`src/rtl/iq_input_conditioner.sv`:
```
module iq_input_conditioner #(
  parameter int W    = 6,
  parameter int KW   = 3,
  parameter int KMIN = 4
) (
  input  logic                clk,
  input  logic                rst,
  input  logic                in_valid,
  input  logic [W-1:0]        in_i,
  input  logic [W-1:0]        in_q,
  input  logic                fmt_offset,
  input  logic                swap_iq,
  input  logic [KW-1:0]       dc_shift,
  output logic                out_valid,
  output logic signed [W:0]   out_i,
  output logic signed [W:0]   out_q
);
  localparam int FRAC = KMIN + (1 << KW) - 1;
  localparam int OW   = W + 1;
  localparam int AW   = W + FRAC + 1;
  localparam int SW   = $clog2(FRAC + 1);
  localparam logic signed [AW-1:0] ACC_MAX = AW'((2 ** (W - 1) - 1) * (2 ** FRAC));
  localparam logic signed [AW-1:0] ACC_MIN = -AW'((2 ** (W - 1)) * (2 ** FRAC));

  logic [W-1:0] conv_i, conv_q;
  assign conv_i = fmt_offset ? {~in_i[W-1], in_i[W-2:0]} : in_i;
  assign conv_q = fmt_offset ? {~in_q[W-1], in_q[W-2:0]} : in_q;

  logic                v1;
  logic signed [W-1:0] s1  [2];
  logic signed [AW-1:0] acc [2];
  logic signed [OW-1:0] res [2];
  logic signed [AW-1:0] nxt [2];
  logic [SW-1:0] k;

  assign k = SW'(KMIN) + SW'(dc_shift);

  always_ff @(posedge clk) begin
    if (rst) begin
      v1    <= 1'b0;
      s1[0] <= '0;
      s1[1] <= '0;
    end else begin
      v1 <= in_valid;
      if (in_valid) begin
        s1[0] <= swap_iq ? conv_q : conv_i;
        s1[1] <= swap_iq ? conv_i : conv_q;
      end
    end
  end

  always_comb begin
    for (int r = 0; r < 2; r++) begin
      logic signed [AW-1:0] tgt;
      logic signed [AW-1:0] dc;
      logic signed [OW:0]   d;
      tgt = {{(FRAC + 1){s1[r][W-1]}}, s1[r]} <<< FRAC;
      nxt[r] = acc[r] + ((tgt - acc[r]) >>> k);
      dc = acc[r] >>> FRAC;
      d = {{2{s1[r][W-1]}}, s1[r]} - dc[OW:0];
      if (d[OW] != d[OW-1])
        res[r] = d[OW] ? {1'b1, {(OW-1){1'b0}}} : {1'b0, {(OW-1){1'b1}}};
      else
        res[r] = d[OW-1:0];
    end
  end

  always_ff @(posedge clk) begin
    if (rst) begin
      out_valid <= 1'b0;
      out_i     <= '0;
      out_q     <= '0;
      acc[0]    <= '0;
      acc[1]    <= '0;
    end else begin
      out_valid <= v1;
      if (v1) begin
        out_i  <= res[0];
        out_q  <= res[1];
        acc[0] <= nxt[0];
        acc[1] <= nxt[1];
      end
    end
  end

  assert_latency_R4: assert property (@(posedge clk) disable iff (rst)
    out_valid |-> $past(in_valid, 2));
  assert_pipe_R4: assert property (@(posedge clk) disable iff (rst)
    v1 |=> out_valid);
  assert_hold_R8: assert property (@(posedge clk) disable iff (rst)
    !v1 |=> $stable(out_i) && $stable(out_q));
  assert_acc_freeze_R5: assert property (@(posedge clk) disable iff (rst)
    !v1 |=> $stable(acc[0]) && $stable(acc[1]));
  assert_acc_bounded_R5: assert property (@(posedge clk) disable iff (rst)
    acc[0] >= ACC_MIN && acc[0] <= ACC_MAX && acc[1] >= ACC_MIN && acc[1] <= ACC_MAX);
  assert_reset_clear_R7: assert property (@(posedge clk)
    rst |=> acc[0] == '0 && acc[1] == '0 && !out_valid && out_i == '0 && out_q == '0);
endmodule

```
`config.mk`:
```
export PLATFORM = sky130hd
export DESIGN_NAME = iq_input_conditioner
export DESIGN_NICKNAME = d
export VERILOG_FILES = /design/src/rtl/iq_input_conditioner.sv
export SDC_FILE = /design/constraint.sdc
export NUM_CORES = 1
export LEC_CHECK = 0
export BUFFER_PORTS_ARGS = -buffer_cell sky130_fd_sc_hd__buf_4
export CAP_MARGIN = 5
export CELL_PAD_IN_SITES_DETAIL_PLACEMENT = 0
export CELL_PAD_IN_SITES_GLOBAL_PLACEMENT = 2
export CORE_MARGIN = 5
export CORE_UTILIZATION = 39
export CTS_CLUSTER_DIAMETER = 80
export DETAILED_ROUTE_END_ITERATION = 6
export PLACE_DENSITY = 0.83
export SLEW_MARGIN = 20
export SYNTH_ARGS = -nofsm -noshare
export SYNTH_HDL_FRONTEND = slang
export SYNTH_SLANG_ARGS = --single-unit
```
`constraint.sdc`:
```
create_clock -name clk -period 5.4 [get_ports clk]
set_input_delay 1.35 -clock clk [delete_from_list [all_inputs] [get_ports clk]]
set_output_delay 1.35 -clock clk [all_outputs]
set_load 0.01 [all_outputs]
```
==> metrics.csv, run 1 <==
stage;metric;value;unit
timing;post-layout min period;4850;ps
floorplanning;Core Footprint;16000;um2
drt;vias per cell;5.64;
logic_synthesis;Synth area leader;edfxtp_1;
timing;final hold slack;486;ps
logic_synthesis;synthesized area;6420;um2
cts;CTS max path bufs;2;
drt;per-cell routed wire length;17.4;um
timing;Worst Skew;6.76;ps
logic_synthesis;Yosys cell types;69;
logic_synthesis;post-synthesis sequential area ratio;0.275;
timing;Final Max Slew Viols;0;
logic_synthesis;syn_area_per_cell;8.68;um2
cts;Worst-Skew Late Latency;340;ps
floorplanning;die area;19100;um2
grt;largest net degree at the start of global routing;28;
cells_and_area;fillers;1638;
logic_synthesis;ys async rst share;0;
cts;CTS tree;done;
drt;Pre-antenna DRT Iters;5;
placement;Placed Area;6940;um2
placement;IO buf count;34;
logic_synthesis;Syn. warnings;0;
placement;detailed placement HPWL;13.2;mm
cts;setup bufs post-CTS;0;
timing;unrepaired setup endpoints after global routing;false;
setup_path;critical path cell sequence;nor3_1 > nand3_1 > xor2_1 > mux2_2 > a21oi_1 > mux2i_1 > ha_1 > fa_1 > a211oi_1 > o21ai_0 > a211oi_1 > o211ai_1 > a21oi_1 > xor2_1 > nor2_1;
floorplanning;Std-Cell Rows;46;
drt;DR iter-0 viols;356;
job;maxcap violations;0;
timing;part of the cycle the worst path needs;0.898;
logic_synthesis;most common cell in the synthesized netlist;nor2_1;
power;Pwr per Cell Area;410;nW/um2
timing;FMAX;206;MHz
logic_synthesis;largest cells by area after synthesis;edfxtp_1 22%, ha_1 10%, dfxtp_1 5.0%;
logic_synthesis;number of synthesized flops with an enable pin;48;
floorplanning;# IOs;35;
cts;CTS Root Cell;clkbuf_16;
cts;Num CTS Buffers;9;
timing;setup TNS;0;ps
power;total power;0.00296;W
logic_synthesis;Post-synth top cells;85 x nor2_1, 54 x a21oi_1, 52 x ha_1, 48 x edfxtp_1, 48 x nand2_1;
cts;post-CTS sizing;0;
setup_path;crit path DAT;4910;ps
grt;vias in the first global route;5323;
grt;global-route wire length before repair;28.2;mm
setup_path;CP Launch Type;flip-flop;
floorplanning;Starting Density;0.401;
setup_path;CP Capture Type;flip-flop;
timing;final hold viol count;0;
drt;antenna viol nets, final;0;
setup_path;max incr delay on CP;490;ps
power;Leakage Power;3.01;nW
run_status;outcome;finished, final reports clean;
cts;H-tree levels;3;
drt;Post-Route WL;17.3;mm
setup_path;CP max stage cell;nor3_1;
logic_synthesis;Synth top area share;0.225;
cells_and_area;Design Area, Final;7220;um2
logic_synthesis;Mapped Nets;815;
drt;DRC;0;
min_path;Tightest Hold Check Type;reg2reg;
logic_synthesis;post-synthesis instance total;739;
cts;Hold-fix buffers, CTS;0;
setup_path;critical path type;reg2reg;
cells_and_area;final net count;846;
floorplanning;Die H;138;um
cells_and_area;share of cells above drive strength 1;0.120;
power;Peak VDD IR;0.223;mV
cts;CTS Sinks;64;
grt;GRT Overall Usage;0.178;
timing;Slew @ Worst Pin;922;ps
grt;GR Overflow Total;0;
logic_synthesis;main flop type after synthesis;edfxtp_1;
cells_and_area;ANT cells;0;
drt;via count;5592;
logic_synthesis;Synth Register Bits;64;
timing;relative slew slack;0.385;
grt;initial antenna violation count;0;
floorplanning;Die X;138;um
setup_path;worst path required time;5460;ps
cells_and_area;area delta synth->final;12.6;%
cts;clk slew on worst S/H paths;60;ps
setup_path;crit-path max FO;8;
timing;Final setup viols;0;
placement;gpl congestion;0.892;
## placed cells by master (no fill, tap or decap), types with 6 or more instances in the layout
cell	n
a211oi_1	16
a21o_1	15
a21oi_1	54
a221o_1	9
a22o_1	8
and2_1	8
buf_4	53
clkbuf_16	10
dfxtp_1	16
edfxtp_1	48
ha_1	52
inv_1	44
mux2i_1	31
nand2_1	48
nand2b_1	12
nand3_1	13
nor2_1	85
nor3_1	14
o21a_1	14
o21ai_0	42
o22ai_1	10
o31ai_1	6
or3_1	6
xnor2_1	35
xor2_1	26
## cell families (layout without fill, tap and decap cells)
kind of cell             Yosys count  after routing  synth area share
AO/OA/AOI/OAI                    223            223             0.238
XOR/XNOR                          62             62            0.0876
adder cells (fa/ha/maj)           56             56             0.114
buffers and inverters             78            114            0.0493
flip-flops                        64             64             0.275
multiplexers                      39             39            0.0694
AND/OR/NAND/NOR                  217            217             0.167
## state kept, by name, indices dropped and copies added, names as in the netlist
signal / cells
out_valid: 1
out_i: 7
acc: 36
s1: 12
v1: 1
out_q: 7
## final cells by class
cell class | instances | area, um2 | area share
Clock buffer | 11 | 254 | 0.0352
Clock inverter | 5 | 31.3 | 0.00433
Inverter | 45 | 169 | 0.0234
Multi-Input combinational cell | 597 | 4340 | 0.601
Sequential cell | 64 | 1760 | 0.244
Tap cell | 216 | 270 | 0.0374
Timing Repair Buffer | 53 | 398 | 0.0551
## report_power, final
group / switching (W) / leakage, nW / total (W) / internal (W)
logic: 0.000960 / 2.22 / 0.00171 / 0.000749
registers: 0.0000760 / 0.644 / 0.000687 / 0.000611
clock network: 0.000229 / 0.140 / 0.000565 / 0.000337
## worst max-delay path, delay by kind of cell, from the launching register on
family	cells	cell delay, ps
and+or+nand+nor	3	990
xor gates and xnor gates	2	440
DFF	1	480
adders and majority gates	2	670
muxes	2	400
AOI/OAI and AO/OA	6	1570
## worst paths after layout
| check | slack (ps) | depth (start not counted) | from | end |
|---|---|---|---|---|
| min | 490 | 1 | out_q[6] | out_q[6] |
| max reg2reg | 550 | 15 | acc[0][3] | acc[0][16] |
| min reg2reg | 490 | 1 | out_q[6] | out_q[6] |
| max | 550 | 15 | acc[0][3] | acc[0][16] |
## through the flow
| step | utilization | std cells | worst slack (ps) |
|---|---|---|---|
| final | 0.451 | 991 | 552 |
| after CTS | 0.451 | 991 | 616 |
| after floorplan | - | 739 | 680 |
| after global placement | 0.434 | 975 | 437 |
| after global routing | 0.451 | 991 | 233 |
| after detailed placement | 0.434 | 975 | 349 |
## per-layer routing
layer | GRT usage | vias to the layer above | wire length, um
met5 | 0 | - | 0
met4 | 0.0598 | 0 | 340
met3 | 0.0279 | 24 | 790
met2 | 0.277 | 135 | 7650
met1 | 0.253 | 2644 | 8500
li1 | - | 2789 | -
No activity file was read; power rests on OpenSTA's default activity.
==> inputs of run 2 (changes only) <==
Settings changed: ABC_AREA set to 1, CORE_UTILIZATION 39 to 35, CTS_CLUSTER_SIZE set to 12, PLACE_DENSITY 0.83 to not set, PLACE_DENSITY_LB_ADDON set to 0.12.
==> run 2 against run 1 <==
Synthesized area rose by 4.7%. Flip-flop and latch count did not move. Worst setup slack improved by 680 ps. Highest routed layer unchanged. Clock power rose by 14%. Combinational power fell by 29%. First-iteration DRC count rose by 52%. Non-clock buffer count fell by 14. Largest power group unchanged. Cell count rose by 35%.
==> metrics.csv, run 2 <==
stage;metric;value;unit;change
setup_path;max incr delay on CP;650;ps;+160 ps
grt;initial antenna violation count;0;;unchanged
logic_synthesis;number of synthesized flops with an enable pin;48;;unchanged
cells_and_area;Top reg by flops;acc;;
timing;Slew @ Worst Pin;1080;ps;+155 ps
setup_path;crit-path max FO;27;;+19
logic_synthesis;post-synthesis instance total;1044;;+41%
cells_and_area;fillers;2065;;+26%
cells_and_area;most common cell after layout, fill and taps aside;nand2_1;;
logic_synthesis;syn_area_per_cell;6.43;um2;-26%
timing;part of the cycle the worst path needs;0.772;;-0.126
drt;Pre-antenna DRT Iters;5;;unchanged
logic_synthesis;ys async rst share;0;;unchanged
logic_synthesis;synthesized area;6720;um2;+4.7%
placement;gpl congestion;0.878;;-1.6%
logic_synthesis;Synth Register Bits;64;;unchanged
grt;vias in the first global route;6246;;+17%
timing;Final setup viols;0;;unchanged
grt;global-route wire length before repair;33.5;mm;+19%
cts;H-tree levels;3;;unchanged
setup_path;Buf+Inv Stages, Crit Path;2;;+2
cells_and_area;most frequent cells in the layout;288 x nand2_1, 156 x nand3_1, 124 x inv_1, 98 x nor2_1, 77 x a21oi_1;;
grt;GR Overflow Total;0;;unchanged
cts;CTS Sinks;64;;unchanged
placement;IO buf count;34;;unchanged
timing;post-layout min period;4170;ps;-678 ps
drt;DRC;0;;unchanged
placement;detailed placement HPWL;16.0;mm;+21%
floorplanning;Std-Cell Rows;50;;+8.7%
logic_synthesis;Mapped Nets;1120;;+37%
logic_synthesis;Yosys cell types;40;;-42%
floorplanning;die area;22100;um2;+15%
logic_synthesis;Post-synth top cells;288 x nand2_1, 156 x nand3_1, 124 x inv_1, 98 x nor2_1, 77 x a21oi_1;;
floorplanning;Core Footprint;18800;um2;+18%
grt;M2 GR Usage;0.275;;-0.00243
timing;FMAX;240;MHz;+16%
floorplanning;Starting Density;0.357;;-0.0443
timing;setup TNS;0;ps;unchanged
timing;post-layout worst setup margin;1230;ps;+678 ps
setup_path;worst path required time;5500;ps;+40 ps
setup_path;CP max stage cell;inv_1;;
cells_and_area;max reg flops;36;;unchanged
cells_and_area;final net count;1147;;+36%
cts;CTS Root Cell;clkbuf_16;;
drt;Post-Route WL;20.5;mm;+19%
cells_and_area;FF+latch area;1760;um2;unchanged
logic_synthesis;Synth area leader;edfxtp_1;;
grt;GR Util met1;0.292;;+0.0394
cts;Worst-Skew Late Latency;350;ps;about the same
cts;Hold-fix buffers, CTS;0;;unchanged
setup_path;R2R Path Start;acc[0][1];;
cells_and_area;share of cells above drive strength 1;0.0827;;-0.0373
timing;unrepaired setup endpoints after global routing;false;;
setup_path;critical path cell sequence;buf_4 > inv_1 > nand3_1 > nand3_1 > nand2_1 > ha_1 > fa_1 > nand2_1 > nand2_1 > o21ai_0 > o21ai_1 > nand2_1 > nand2_1 > nand2_1 > nand3_1 > nand2_1 > nor2_1;;
run_status;outcome;finished, final reports clean;;
cts;Num CTS Buffers;9;;unchanged
power;Pwr per Cell Area;332;nW/um2;-19%
drt;DR iter-0 viols;540;;+52%
setup_path;CP Capture Type;flip-flop;;
setup_path;delay-heaviest family, CP;simple AND/OR/NAND/NOR gates;;
cts;CTS tree;done;;
drt;per-cell routed wire length;15.4;um;-12%
min_path;min-delay src;out_i[1];;
placement;dpl ws;929;ps;+580 ps
logic_synthesis;main flop type after synthesis;edfxtp_1;;
setup_path;crit path DAT;4270;ps;-640 ps
cells_and_area;Design Area, Final;7550;um2;+4.6%
cts;setup bufs post-CTS;0;;unchanged
setup_path;Reg2Reg Depth;24;;+9
floorplanning;Die H;149;um;+7.4%
cts;post-CTS sizing;0;;unchanged
grt;met3 Use GR;0.0299;;+0.00193
timing;relative slew slack;0.281;;-0.104
floorplanning;# IOs;35;;unchanged
cells_and_area;area delta synth->final;12.4;%;
logic_synthesis;most common cell in the synthesized netlist;nand2_1;;
timing;final hold viol count;0;;unchanged
power;Peak VDD IR;0.184;mV;-17%
logic_synthesis;Synth top area share;0.215;;-0.0100
min_path;worst hold path endpoint;out_i[1];;
setup_path;critical path type;in2reg;;
logic_synthesis;Syn. warnings;0;;unchanged
grt;GRT Overall Usage;0.190;;+0.0114
cells_and_area;footprint of the multi-input gates;4370;um2;+0.81%
setup_path;CP Launch Type;input pin;;
grt;largest net degree at the start of global routing;35;;+25%
cells_and_area;biggest regs;acc x36, s1 x12;;
timing;Worst Skew;10.7;ps;+3.90 ps
cells_and_area;ANT cells;0;;unchanged
min_path;Hold Crit Depth;2;;+1
setup_path;worst reg-to-reg setup slack;1550;ps;+1000 ps
power;total power;0.00250;W;-15%
grt;busiest grt layer;met1;;
setup_path;worst r2r dst;acc[0][14];;
logic_synthesis;largest cells by area after synthesis;edfxtp_1 21%, nand2_1 16%, nand3_1 12%;;
drt;antenna viol nets, final;0;;unchanged
setup_path;most used cell, CP;nand2_1;;
cts;clk slew on worst S/H paths;60;ps;about the same
floorplanning;Die X;149;um;+7.4%
cts;CTS max path bufs;2;;unchanged
drt;vias per cell;4.95;;-12%
placement;Placed Area;7240;um2;+4.3%
job;maxcap violations;0;;unchanged
timing;Final Max Slew Viols;0;;unchanged
power;Leakage Power;3.79;nW;+26%
min_path;Tightest Hold Check Type;reg2reg;;
logic_synthesis;post-synthesis sequential area ratio;0.262;;-0.0123
drt;via count;6615;;+18%
-- run 2: cell count changes in the layout (fill, tap and decap cells not counted), moves of 23 or more --
cell and change:
a21oi_1 +23, inv_1 +80, mux2i_1 -31, nand2_1 +240, nand3_1 +143, xnor2_1 -29
-- run 2: layer usage --
| metal | up-vias | wire (um) |
|---|---|---|
| met5 | - | 0 |
| met1 | 2952 | 11100 |
| met2 | 132 | 8330 |
| li1 | 3516 | - |
| met3 | 15 | 826 |
| met4 | 0 | 236 |
-- run 2: cell type report --
| cell class | count | area share |
|---|---|---|
| repair buffers | 39 | 0.0388 |
| inverters | 129 | 0.0641 |
| flip-flops and latches | 64 | 0.233 |
| well taps | 260 | 0.0431 |
| clock inverters | 5 | 0.00828 |
| multi-input cells | 828 | 0.579 |
| clock buffers | 11 | 0.0335 |
-- run 2: worst min-delay path, cell delays in order (launching register included) --
cell and delay [ps]:
dfxtp_1 310, nand2_1 60, nand2_1 50
-- run 2: power by group --
group | switching (W) | leakage, nW | total, W | internal, W
clock network | 0.000256 | 0.157 | 0.000643 | 0.000387
registers | 0.0000469 | 0.645 | 0.000640 | 0.000593
logic | 0.000803 | 2.98 | 0.00122 | 0.000419
total | 0.00111 | 3.79 | 0.00250 | 0.00140
-- run 2: stage by stage --
stage / instances / hold slack (ps) / util
finish: 1336 / 454 / 0.401
floorplan: 1044 / 476 / -
CTS: 1336 / 456 / 0.401
detailed placement: 1320 / 444 / 0.384
global route: 1336 / 474 / 0.401
global placement: 1320 / 438 / 0.384
-- run 2: logic make-up after synthesis --
family | count (synthesis) | share of synthesized area
adder cells (fa/ha/maj) | 56 | 0.109
flip-flops | 64 | 0.262
AO/OA/AOI/OAI | 156 | 0.129
AND/OR/NAND/NOR | 595 | 0.386
XOR/XNOR | 21 | 0.0274
buffers and inverters | 152 | 0.0866
-- run 2: how the worst max path moves through the flow --
stage                start    endpoint  slack, ps  depth (start not counted)
2_1_floorplan  dc_shift[0]  acc[0][34]       1520                         19
4_1_cts        dc_shift[1]  acc[0][14]       1300                         17
5_1_grt        dc_shift[1]  acc[0][15]        910                         13
3_5_place_dp   dc_shift[1]  acc[0][14]        930                         17
3_3_place_gp   dc_shift[1]  acc[0][14]        960                         17
6_report       dc_shift[1]  acc[0][14]       1230                         17
==> inputs of run 3 (changes only) <==
Settings changed: ABC_AREA 1 to 0.
Clock period 5.4 ns to 3.5 ns, I/O delays scaled along.
==> run 3 against run 2 <==
The run now ends with setup timing left. Worst setup slack got worse by 1800 ps. Sequential power up 61%. Total power grew to 2.5 times the previous value. Hold slack better by 25 ps. Critical path depth down 1. Sequential share of layout area decreased by 5.7 points. Count of clock-buffer cells in the layout shrank 2. Critical path type is now reg2reg. Largest power group unchanged.
==> metrics.csv, run 3 (synthesized netlist as in run 1, its figures left out) <==
stage;metric;value;unit;change
setup_path;CP Capture Type;flip-flop;;
timing;Worst Skew;7.78;ps;-2.89 ps
drt;DRC;0;;unchanged
placement;Placed Area;8540;um2;+18%
cells_and_area;biggest regs;acc x36, s1 x12;;
timing;post-layout min period;4060;ps;
power;Int Pwr;0.00374;W;+170%
min_path;Tightest Hold Check Type;reg2reg;;
cts;CTS max path bufs;2;;unchanged
cts;CTS Sinks;64;;unchanged
cts;CTS Root Cell;clkbuf_16;;
drt;per-cell routed wire length;17.8;um;+16%
cts;Worst-Skew Late Latency;350;ps;about the same
grt;initial antenna violation count;0;;unchanged
drt;DR iter-0 viols;280;;-48%
setup_path;critical path cell sequence;ha_4 > nor4b_4 > a41oi_4 > o21ai_4 > xor2_4 > inv_2 > mux4_2 > mux2i_4 > ha_4 > o21a_1 > o2111a_1 > a21oi_2 > a21oi_2 > a221oi_2 > xor2_1 > nor2_1;;
setup_path;worst path required time;3600;ps;-1900 ps
placement;IO buf count;34;;unchanged
cts;H-tree levels;3;;unchanged
cells_and_area;share of cells above drive strength 1;0.453;;+0.370
power;Peak VDD IR;0.428;mV;+130%
timing;Final setup viols;25;;+25
setup_path;Buf+Inv Stages, Crit Path;1;;-1
power;Combinational Power Share;0.701;;+0.213
timing;final hold viol count;0;;unchanged
timing;unrepaired setup endpoints after global routing;true;;
power;Switch Pwr;0.00261;W;+140%
cells_and_area;most common cell after layout, fill and taps aside;buf_4;;
setup_path;max incr delay on CP;490;ps;-160 ps
setup_path;CP max stage cell;mux4_2;;
job;maxcap violations;0;;unchanged
timing;setup TNS;-10120;ps;-10120 ps
grt;GR Overflow Total;0;;unchanged
grt;GRT Overall Usage;0.201;;+0.0113
grt;global-route wire length before repair;34.7;mm;+3.6%
grt;vias in the first global route;6709;;+7.4%
grt;largest net degree at the start of global routing;37;;+5.7%
floorplanning;Die X;145;um;-2.1%
drt;antenna viol nets, final;0;;unchanged
floorplanning;Starting Density;0.356;;-0.000715
timing;part of the cycle the worst path needs;1.16;;
placement;detailed placement HPWL;16.4;mm;+2.3%
setup_path;crit path DAT;4160;ps;-110 ps
floorplanning;die area;21100;um2;-4.2%
run_status;failing checks;setup timing;;
cells_and_area;final net count;1089;;-5.1%
placement;gpl congestion;0.911;;+3.7%
power;sequential share of power;0.161;;-0.094
timing;post-layout worst setup margin;-559;ps;-1790 ps
cells_and_area;area delta synth->final;55.6;%;
cts;CTS tree;done;;
drt;vias per cell;5.37;;+8.5%
timing;Slew @ Worst Pin;1060;ps;-22.6 ps
run_status;outcome;finished, violations left;;
timing;relative slew slack;0.294;;+0.0133
setup_path;critical path type;reg2reg;;
timing;FMAX;246;MHz;
power;switch share;0.411;;-0.0304
drt;Post-Route WL;22.1;mm;+8.0%
cells_and_area;max reg flops;36;;unchanged
cells_and_area;Top reg by flops;acc;;
cells_and_area;post-route core utilization;0.554;;+0.153
power;Pwr per Cell Area;637;nW/um2;+92%
power;clock share of power;0.138;;-0.119
timing;Final Max Slew Viols;0;;unchanged
drt;Pre-antenna DRT Iters;5;;unchanged
power;Leakage Power;4.41;nW;+17%
cells_and_area;ANT cells;0;;unchanged
placement;dpl ws;-897;ps;-1830 ps
floorplanning;Die H;145;um;-2.1%
floorplanning;Core Footprint;18000;um2;-4.3%
cts;clk slew on worst S/H paths;60;ps;about the same
cells_and_area;fillers;1682;;-19%
setup_path;CP Launch Type;flip-flop;;
cells_and_area;most frequent cells in the layout;274 x buf_4, 79 x nor2_1, 48 x edfxtp_1, 42 x inv_1, 40 x nand2_1;;
floorplanning;# IOs;35;;unchanged
setup_path;delay-heaviest family, CP;compound AO/OA/AOI/OAI gates;;
floorplanning;Std-Cell Rows;49;;-2.0%
cells_and_area;Design Area, Final;9980;um2;+32%
cts;Num CTS Buffers;9;;unchanged
setup_path;crit-path max FO;3;;-89%
drt;via count;6698;;+1.3%
[run 3: cell types whose count changed in the layout (fill, tap and decap cells not counted), moves of 27 or more]
cell,previous run,this run
nand3_1,156,11
mux2i_1,0,27
a21oi_1,77,34
inv_1,124,42
nand2_1,288,40
buf_4,39,274
[run 3: worst register-to-register path, cell delays in order, from the launching register on]
cell and delay [ps]:
edfxtp_1 450, ha_4 310, nor4b_4 320, a41oi_4 210, o21ai_4 230, xor2_4 170, inv_2 70, mux4_2 490
mux2i_4 200, ha_4 230, o21a_1 120, o2111a_1 250, a21oi_2 190, a21oi_2 100, a221oi_2 270, xor2_1 170
nor2_1 50
[run 3: metal layers]
layer | track usage | wire length (um) | vias up
met5 | 0 | 0 | -
met3 | 0.0290 | 797 | 40
li1 | - | - | 3276
met1 | 0.260 | 9900 | 3235
met2 | 0.343 | 10900 | 147
met4 | 0.0695 | 520 | 0
[run 3: layout make-up]
class                           count  area (um2)  area share
Sequential cell                    64        1760       0.176
Clock inverter                      7        55.1     0.00551
Timing Repair Buffer              296        2310       0.232
Clock buffer                        9         225      0.0226
Inverter                           45         169      0.0169
Tap cell                          229         287      0.0287
Multi-Input combinational cell    597        5170       0.518
[run 3: final timing paths]
path / start / to / slack (ps) / cells after the start
worst max-delay path: acc[0][29] / acc[0][34] / -560 / 16
worst min register to register: out_i[6] / out_i[6] / 480 / 1
worst min-delay path: out_i[6] / out_i[6] / 480 / 1
worst max register to register: acc[0][29] / acc[0][34] / -560 / 16
[run 3: per-stage QoR]
step,cells,hold WS (ps),total power (W)
finish,1247,479,0.00636
detailed placement,1181,466,0.00449
floorplan,739,522,0.00313
CTS,1232,484,0.00601
global route,1247,512,0.00677
global placement,1181,466,0.00446
[run 3: power by group through the flow]
stage / Clock (W) / Sequential (W) / Combinational, W
after floorplan: 0 / 0.00105 / 0.00209
after global placement: 0 / 0.00104 / 0.00342
final: 0.000877 / 0.00103 / 0.00445
after CTS: 0.000897 / 0.00103 / 0.00409
after global routing: 0.000925 / 0.00104 / 0.00481
after detailed placement: 0 / 0.00104 / 0.00345
[run 3: what timing repair did]
item,4_1_cts,5_1_grt
gates resized for setup,101,70
endpoints found under the setup margin,29,28
hold endpoints to repair,0,0
hold buffers,0,0
pin swaps,70,68
buffers inserted,40,18
